`src/rtl/cmd_resp_front.sv`:
```
module cmd_resp_front #(
  parameter logic [31:0] R1_ERR_MASK = 32'hFDF8_0000
) (
  input  logic        clk,
  input  logic        rst_n,
  input  logic        bus_wr,
  input  logic [6:0]  bus_addr,
  input  logic [15:0] bus_wdata,
  output logic [15:0] bus_rdata,
  output logic        cmd_valid,
  input  logic        cmd_ready,
  output logic [5:0]  cmd_index,
  output logic [31:0] cmd_arg,
  output logic [2:0]  cmd_rsp_type,
  output logic [1:0]  cmd_kind,
  output logic        cmd_dir,
  input  logic        rsp_valid,
  input  logic [7:0]  rsp_byte,
  input  logic        rsp_end,
  output logic        irq
);
  localparam logic [6:0] A_CMD  = 7'h00;
  localparam logic [6:0] A_ARGL = 7'h04;
  localparam logic [6:0] A_ARGH = 7'h08;
  localparam logic [6:0] A_STAT = 7'h10;
  localparam logic [6:0] A_IE   = 7'h14;
  localparam logic [6:0] A_CTO  = 7'h18;
  localparam logic [6:0] A_DTO  = 7'h1C;
  localparam int         NRSP   = 8;
  localparam int         MAXB   = 2 * NRSP;

  typedef enum logic [1:0] {S_IDLE, S_REQ, S_WAIT} st_t;

  st_t         state;
  logic [31:0] arg, iss_arg;
  logic [15:0] cmd_reg, status, dto;
  logic [14:0] ie;
  logic [7:0]  cto;
  logic [15:0] rsp [NRSP];
  logic [4:0]  cnt;

  logic wr_cmd, accept, is_init0, cap, fin, short_rsp, r1, err;
  logic [4:0]  exp_len;
  logic [2:0]  slot;
  logic [15:0] hw_set, sw_clr;
  logic [31:0] card_stat;

  assign wr_cmd   = bus_wr && bus_addr == A_CMD;
  assign accept   = wr_cmd && state == S_IDLE;
  assign is_init0 = bus_wdata[7] && bus_wdata[5:0] == 6'd0;
  assign cap      = state == S_WAIT && rsp_valid && !rsp_end && cnt < 5'(MAXB);
  assign fin      = state == S_WAIT && rsp_end;
  assign slot     = 3'd7 - cnt[3:1];

  always_comb begin
    case (cmd_reg[10:8])
      3'd1, 3'd3, 3'd6: exp_len = 5'd4;
      3'd2:             exp_len = 5'd16;
      default:          exp_len = 5'd0;
    endcase
  end

  assign short_rsp = cnt < exp_len;
  assign r1        = cmd_reg[10:8] == 3'd1;
  assign card_stat = {rsp[7], rsp[6]};
  assign err       = r1 && !short_rsp && |(card_stat & R1_ERR_MASK);

  always_comb begin
    hw_set = '0;
    if (accept && is_init0) hw_set[0] = 1'b1;
    if (fin) begin
      hw_set[0]  = 1'b1;
      hw_set[7]  = short_rsp;
      hw_set[2]  = r1 && cmd_reg[11] && !short_rsp;
      hw_set[14] = err;
    end
  end

  assign sw_clr = (bus_wr && bus_addr == A_STAT) ? bus_wdata : 16'h0;

  always_ff @(posedge clk) begin
    if (!rst_n) begin
      state   <= S_IDLE;
      arg     <= '0;
      iss_arg <= '0;
      cmd_reg <= '0;
      status  <= '0;
      ie      <= '0;
      cto     <= '0;
      dto     <= '0;
      cnt     <= '0;
    end else begin
      if (bus_wr && bus_addr == A_ARGL) arg[15:0]  <= bus_wdata;
      if (bus_wr && bus_addr == A_ARGH) arg[31:16] <= bus_wdata;
      if (bus_wr && bus_addr == A_IE)   ie  <= bus_wdata[14:0];
      if (bus_wr && bus_addr == A_CTO)  cto <= bus_wdata[7:0];
      if (bus_wr && bus_addr == A_DTO)  dto <= bus_wdata;
      status <= (status & ~sw_clr) | hw_set;
      if (accept) begin
        cmd_reg <= bus_wdata;
        iss_arg <= arg;
        cnt     <= '0;
      end else if (cap) begin
        cnt <= cnt + 5'd1;
      end
      case (state)
        S_IDLE: if (accept && !is_init0) state <= S_REQ;
        S_REQ:  if (cmd_ready) state <= S_WAIT;
        S_WAIT: if (rsp_end) state <= S_IDLE;
        default: state <= S_IDLE;
      endcase
    end
  end

  always_ff @(posedge clk) begin
    for (int k = 0; k < NRSP; k++) begin
      if (!rst_n || accept) begin
        rsp[k] <= '0;
      end else if (cap && 3'(k) == slot) begin
        if (cnt[0]) rsp[k][7:0]  <= rsp_byte;
        else        rsp[k][15:8] <= rsp_byte;
      end
    end
  end

  always_comb begin
    case (bus_addr)
      A_CMD:   bus_rdata = cmd_reg;
      A_ARGL:  bus_rdata = arg[15:0];
      A_ARGH:  bus_rdata = arg[31:16];
      A_STAT:  bus_rdata = status;
      A_IE:    bus_rdata = {1'b0, ie};
      A_CTO:   bus_rdata = {8'h00, cto};
      A_DTO:   bus_rdata = dto;
      default: bus_rdata = (bus_addr[6:5] == 2'b10 && bus_addr[1:0] == 2'b00)
                           ? rsp[bus_addr[4:2]] : 16'h0;
    endcase
  end

  assign cmd_valid    = state == S_REQ;
  assign cmd_index    = cmd_reg[5:0];
  assign cmd_rsp_type = cmd_reg[10:8];
  assign cmd_kind     = cmd_reg[13:12];
  assign cmd_dir      = cmd_reg[15];
  assign cmd_arg      = iss_arg;
  assign irq          = |(status[14:0] & ie);
endmodule

```
`config.mk`:
```
export PLATFORM = sky130hd
export DESIGN_NAME = cmd_resp_front
export DESIGN_NICKNAME = d
export VERILOG_FILES = /design/src/rtl/cmd_resp_front.sv
export SDC_FILE = /design/constraint.sdc
export NUM_CORES = 1
export LEC_CHECK = 0
export ABC_AREA = 0
export BUFFER_PORTS_ARGS = -buffer_cell sky130_fd_sc_hd__buf_2
export CORE_UTILIZATION = 36
export DETAILED_ROUTE_END_ITERATION = 8
export MAX_ROUTING_LAYER = met4
export PLACE_DENSITY = 0.49
export SYNTH_ARGS = -nofsm -noshare
export SYNTH_HDL_FRONTEND = slang
export SYNTH_SLANG_ARGS = --single-unit
```
`constraint.sdc`:
```
create_clock -name clk -period 3 [get_ports clk]
set_input_delay 0.15 -clock clk [delete_from_list [all_inputs] [get_ports clk]]
set_output_delay 0.15 -clock clk [all_outputs]
set_load 0.01 [all_outputs]
```
* After elaboration in Yosys (flattened, before gate mapping)
Memories as Yosys holds them, arrays and structs flattened.
Cells that the tools add are included.
** Word-level totals
- Bits in registers :: 142
- Bits in writable memories :: 128
- Logic and storage cells :: 183
- Memories kept :: 1
** Memory list
- rsp :: words 8, bits a word 16, read ports 2, clocked after memory_dff 0, wr ports 8, RTL line 39 : logic [15:0] rsp [NRSP];
** Operators by class
- Add/subtract/negate cells :: 2
- Magnitude comparators :: 2
- Eq/ne operators :: 23
- Multiplexer cells :: 81
- Bitwise logic cells :: 21
- Reduce and logical (&&, ||, !) cells :: 43
** Operators by type and width (count)
- $mux W8 :: 16
- $pmux W16 S7 :: 1
- $mux W1 :: 57
- $mux W16 :: 2
- $eq A7 B5 Y1 const B :: 4
- $logic_and A1 B1 Y1 :: 28
- $and A16 B16 Y16 :: 1
- $not A16 Y16 :: 1
- $or A1 B1 Y1 :: 16
- $or A16 B15 Y16 :: 1
- $and A15 B15 Y15 :: 1
- $reduce_or A15 Y1 :: 1
- $eq A3 B3 Y1 const A :: 4
- $reduce_or A12 Y1 :: 1
- $pmux W5 S2 :: 1
- $eq A7 B3 Y1 const B :: 1
- $eq A7 B4 Y1 const B :: 1
- $logic_not A7 Y1 :: 1
- $eq A2 B3 Y1 const A :: 2
- $eq A3 B2 Y1 const B :: 2
- $logic_not A6 Y1 :: 1
- $mux W2 :: 3
- $pmux W2 S3 :: 1
- $add A5 B1 Y5 const B :: 1
- other kinds (18) :: 24

* Depth between registers and ports, before layout
Gate-level depths: netlist of the first run.
- Word-level depth :: 9
- Mapped depth :: 8

* Least setup slack after synthesis of the first run
Ideal clock, no wire load.
- Kind :: register to register
- Start point :: reg state[0]
- End point :: mem rsp[4][10] (enable)
- Setup time :: 0.384 ns
- Arrival time :: 1.780 ns
- Data required time :: 2.616 ns
- Setup slack :: 0.836 ns
- Stages on the path, launching flop included :: 6
- Buffers on the path :: 1
- Clock period less this slack :: 2.164 ns
- Cells stage by stage :: dfxtp_1 -> nand4bb_1 -> nor2_1 -> buf_1 -> nand3b_1 -> o21ai_0
** RTL lines
- start, declared :: RTL line 34 : st_t state;
- start signal, assigned :: RTL line 83 : state <= S_IDLE;
- start signal, assigned :: RTL line 107 : S_IDLE: if (accept && !is_init0) state <= S_REQ;
- start signal, assigned :: RTL line 108 : S_REQ: if (cmd_ready) state <= S_WAIT;
- end, declared :: RTL line 39

==> metrics.yaml, run 1 <==
rows: 66
cp.required_ns: 3.29
ys_async_sr_fraction_pct: 0
cts.clk_slew.worst_paths_ns: 0.06
gp_congestion: 0.817
synth_edf_count: 128
grt_pass1_wl_um: 51900
dp.cells: 1607
yosys-top-cells-area: "edfxtp_1 32%, dfxtp_1 24%, mux2i_1 7.8%"
numCtsBuffers: 30
syn_area_sq_um: 11900
cts_tree: "done"
crit_arrival_ns: 2.71
end_kind: "flip-flop"
first_pass_iters: 5
postRouteAntennaNets: 0
vias: 8549
antenna_found_initial: 0
globalRouteTotalUtil_pct: 21.0
final_util_pct: 43.2
htreeDepth: 1
die_area_sq_um: 33800
syn2layout_area_growth_pct: 18.0
synth_most_common_cell: "nor2_1"
rsz0062_at_grt: "false"
viasPerCell: 5.09
synth_top_area_share_pct: 32.3
finalSetupViolCount: 0
drt_wl_total_um: 34100
drtIter0Drc: 543
syn-num-nets: 1156
p_per_area_nw_per_um2: 570
hold_class: "in -> reg"
synth.distinct_cells: 55
synth-seq-area-share_pct: 56.2
synthFlopType: "dfxtp_1"
ctsResizeCount: 0
max_freq_mhz: 413
cp-start-kind: "flip-flop"
post_cts_buffers: 0
yosysWarnings: 0
dpl.hpwl_um: 23100
synthCells: 1117
grt_max_degree: 71
clock_sinks: 270
largest_reg_flops: 128
drc_errors: 0
clock_latency_ns: 0.56
vdd_drop_max_uv: 408
layout-drive-gt1-share_pct: 19.6
wire_per_inst_um: 20.3
period_minus_slack_ns: 2.42
finalCritPeriodShare_pct: 80.7
leakage_nw: 5.15
overflow: 0
status: "finished, final reports clean"
clock_path_buffers: 3
fin_skew_ns: 0.0164
fin_cells: 1678
worst_pin_slew_ns: 1.25
maxCapViolations: 0
cp_max_fo: 32
synth.avg_cell_area_sq_um: 10.7
slew_headroom_pct: 16.1
grt_pass1_vias: 8500
synth.ff_latch_count: 270
synth_commonest_cells: "204 x nor2_1, 181 x nand2_1, 142 x dfxtp_1"
hold_viol_final: 0
antenna_cells: 0
root_buffer: "clkbuf_16"
top_register: "rsp"
whs_ns: 0.0204
synth_top_cell_by_area: "edfxtp_1"
coreArea_sq_um: 32500
nNetsFinal: 1255
initial_core_util_pct: 36.6
ioPinCount: 99
finalSetupTns_ns: 0
numPortBuffers: 98
final_max_slew_viol_count: 0
crit_type: "reg -> reg"
fp.dieW_um: 184
die_height_um: 184
==> stage by stage <==
step | cell area [sq um] | setup slack (ns) | total power [W]
floorplan | 11900 | 0.836 | 0.00428
global route | 14000 | 0.368 | 0.00827
finish | 14000 | 0.578 | 0.00801
global placement | 12900 | 0.570 | 0.00448
detailed placement | 12900 | 0.533 | 0.00449
CTS | 14000 | 0.583 | 0.00810
==> per-layer routing <==
| layer | vias up | routed length, um | GRT usage (%) |
|---|---|---|---|
| met4 | 0 | 723 | 5.07 |
| met3 | 47 | 1200 | 2.26 |
| met2 | 200 | 16800 | 35.2 |
| met1 | 4152 | 15400 | 27.1 |
| li1 | 4150 | - | - |
| met5 | - | 0 | - |
==> power by group <==
group	total [W]	internal, W	switching (W)
sequential	0.00396	0.00393	0.0000243
combinational	0.000461	0.000181	0.000280
clock	0.00359	0.00212	0.00148
==> final timing paths <==
path / startpoint / end / slack [ns] / cells past startpoint
setup / recovery: state[0] / rsp[3][15] / 0.58 / 5
hold / removal: rst_n / status[4] / 0.02 / 3
setup reg to reg: state[0] / rsp[3][15] / 0.58 / 5
hold reg to reg: status[15] / status[15] / 0.43 / 2
==> cells in the final DEF (no fill, tap or decap), types with 7 or more instances in the layout <==
cell and instances:
clkbuf_16 31, dfxtp_1 142, mux4_2 40, o21ai_0 18, nand3_1 10, nor2_1 204, buf_2 97, a22oi_1 12
a21oi_1 79, buf_4 44, nor2b_1 7, mux2i_1 93, nand2_1 181, o22ai_1 13, o2bb2ai_1 9, edfxtp_1 128
dlygate4sd3_1 19
==> critical path, stage by stage, from the launching register on <==
cell and delay (ns):
dfxtp_1 0.34, nor4_1 0.50, a31oi_1 0.53, nand4b_1 0.27, buf_4 0.38, nor2_1 0.10
==> layout make-up <==
class / count / area, sq um
tap: 442 / 553
multi-input combinational: 744 / 4760
sequential: 270 / 6690
clock buffer: 40 / 840
clock inverter: 12 / 115
timing repair buffer: 163 / 1070
inverter: 7 / 28.8
fill: 3247 / 18500
==> timing repair <==
item | in CTS | in global routing
hold buffers | 19 | 0
setup endpoints to repair | 0 | 0
endpoints found under the hold margin | 101 | 0
==> kinds of logic after synthesis <==
family	after synthesis	synth area share, %
AOI/OAI and AO/OA	155	7.95
DFF	270	56.2
buffers and inverters	103	3.92
xor gates and xnor gates	3	0.221
and+or+nand+nor	446	15.7
adders and majority gates	2	0.210
muxes	138	15.9
Power figures use the tool's default switching activity.
==> inputs of run 2 (changes only) <==
Clock period 3 ns to 2.35 ns, I/O delays scaled along.
==> run 2 against run 1 <==
Compared with the run above:
- clock power grew 45%
- clock-buffer cell count shrank 1
- register-to-register slack lost 0.32 ns
- global-route usage grew 0.37 points
- critical path depth shrank 1
- clock skew shrank 0.0041 ns
==> metrics.yaml, run 2 (same netlist as run 1, synthesis figures left out) <==
status: "finished, final reports clean"  # unchanged
hold_viol_final: 0  # unchanged
viasPerCell: 5.10  # was 5.09
worst_pin_slew_ns: 0.593  # was 1.25 ns
fp.dieW_um: 184  # unchanged
grt_pass1_wl_um: 52900  # was 51,900 um
nNetsFinal: 1274  # was 1,255
gp_congestion: 0.802  # was 0.817
p_per_area_nw_per_um2: 750  # was 570 nW/um^2
clock_path_buffers: 3  # unchanged
reg2reg_slack_ns: 0.26  # was 0.58 ns
cp_top_family: "multiplexers"  # was simple AND/OR/NAND/NOR gates
layout-drive-gt1-share_pct: 21.1  # was 19.6%
cp_cell_sequence: "mux4_2, mux2_2, a221o_1, buf_2"  # was nor4_1, a31oi_1, nand4b_1, buf_4, nor2_1
vdd_drop_max_uv: 635  # was 408 uV
final_max_slew_viol_count: 0  # unchanged
leakage_nw: 5.38  # was 5.15 nW
die_height_um: 184  # unchanged
cts_tree: "done"  # unchanged
overflow: 0  # unchanged
antenna_found_initial: 0  # unchanged
clock_latency_ns: 0.56  # about the same
ioPinCount: 99  # unchanged
largest_reg_flops: 128  # unchanged
syn2layout_area_growth_pct: 21.5  # was 18.0%
wire_per_inst_um: 20.3  # about the same
cp-start-kind: "flip-flop"  # unchanged
maxCapViolations: 0  # unchanged
grt_max_degree: 125  # was 71
grt_pass1_vias: 8581  # was 8,500
max_freq_mhz: 436
root_buffer: "clkbuf_16"  # unchanged
path_buf_inv: 1  # unchanged
numCtsBuffers: 30  # unchanged
die_area_sq_um: 33800  # unchanged
hold_class: "in -> reg"  # unchanged
critPathMaxStageDelay_ns: 0.48  # was 0.53 ns
end_kind: "output pin"  # was flip-flop
nFillCells: 3151  # was 3,247
cp.required_ns: 2.23  # was 3.29 ns
rsz0062_at_grt: "false"  # unchanged
postRouteAntennaNets: 0  # unchanged
first_pass_iters: 5  # unchanged
final_util_pct: 44.5  # was 43.2%
coreArea_sq_um: 32500  # unchanged
crit_type: "reg -> out"  # was reg -> reg
period_minus_slack_ns: 2.29
finalSetupViolCount: 0  # unchanged
fin_skew_ns: 0.0122  # was 0.0164 ns
antenna_cells: 0  # unchanged
htreeDepth: 1  # unchanged
finalCritPeriodShare_pct: 97.6
slew_headroom_pct: 60.3  # was 16.1%
drt_wl_total_um: 34600  # was 34,100 um
cp_slowest_cell: "mux4_2"  # was a31oi_1
drc_errors: 0  # unchanged
finalSetupTns_ns: 0  # unchanged
rows: 66  # unchanged
globalRouteTotalUtil_pct: 21.3  # was 21.0%
drtIter0Drc: 564  # was 543
cp_max_fo: 2  # was 32
top_register: "rsp"  # unchanged
crit_arrival_ns: 2.18  # was 2.71 ns
clock_sinks: 270  # unchanged
numPortBuffers: 98  # unchanged
initial_core_util_pct: 36.6  # unchanged
final_common_cell: "nor2_1"  # unchanged
vias: 8677  # was 8,549
layout_common_cells: "204 x nor2_1, 181 x nand2_1, 142 x dfxtp_1, 128 x edfxtp_1, 97 x buf_2"  # unchanged
dpl.hpwl_um: 23400  # was 23,100 um
cts.clk_slew.worst_paths_ns: 0.07  # was 0.06 ns
-- run 2: cell count changes in the layout (fill, tap and decap cells not counted), moves of 2 or more --
cell        delta
bufinv_16      +5
clkbuf_1       -2
clkinv_2       +2
buf_12         +9
mux2_4         +2
clkinvlp_4     -3
buf_4          +9
mux2_2         -2
-- run 2: layer usage --
metal | up-vias | wire (um) | global-route usage, %
met4 | 0 | 908 | 6.20
met1 | 4218 | 15600 | 27.9
met5 | - | 0 | -
met3 | 49 | 1350 | 2.50
li1 | 4195 | - | -
met2 | 215 | 16700 | 34.8
-- run 2: worst paths after layout --
kind | start | endpoint | depth (start not counted)
setup / recovery | rsp[7][13] | bus_rdata[13] | 4
setup reg to reg | state[0] | rsp[1][1] | 7
hold reg to reg | status[15] | status[15] | 2
hold / removal | rst_n | status[10] | 4
-- run 2: metrics by stage --
stage | instances | hold WS, ns | setup slack [ns] | cell area (sq um) | power, W
after global placement | 1622 | 0.384 | 0.0751 | 13100 | 0.00574
after detailed placement | 1622 | 0.392 | 0.0766 | 13100 | 0.00574
after global routing | 1701 | 0.0577 | 0.00417 | 14500 | 0.0112
final | 1701 | 0.0564 | 0.0560 | 14500 | 0.0108
after floorplan | 1117 | 0.205 | 0.186 | 11900 | 0.00547
after CTS | 1699 | 0.0405 | 0.0207 | 14400 | 0.0110
-- run 2: layout make-up --
type | count | area (sq um) | area share, %
well taps | 442 | 553 | 3.82
multi-input cells | 744 | 4770 | 33.0
repair buffers | 182 | 1320 | 9.15
inverters | 7 | 28.8 | 0.199
flip-flops and latches | 270 | 6690 | 46.2
clock inverters | 17 | 256 | 1.77
clock buffers | 39 | 846 | 5.85
-- run 2: timing repair --
| item | 4_1_cts | 5_1_grt |
|---|---|---|
| endpoints found under the setup margin | 1 | 4 |
| resized for setup | 0 | 4 |
| setup buffers | 1 | 2 |
| hold buffers | 20 | 0 |
| pin swaps | 1 | 0 |
| endpoints found under the hold margin | 107 | 0 |
-- run 2: where the power goes --
group / internal [W] / total [W] / switching (W)
combinational: 0.000250 / 0.000606 / 0.000356
sequential: 0.00502 / 0.00506 / 0.0000374
clock: 0.00328 / 0.00519 / 0.00190
total: 0.00855 / 0.0108 / 0.00230
-- run 2: worst min-delay path, stage by stage --
cell and delay [ns]:
buf_2 0.13, buf_4 0.21, nand2_1 0.08, a21oi_1 0.03
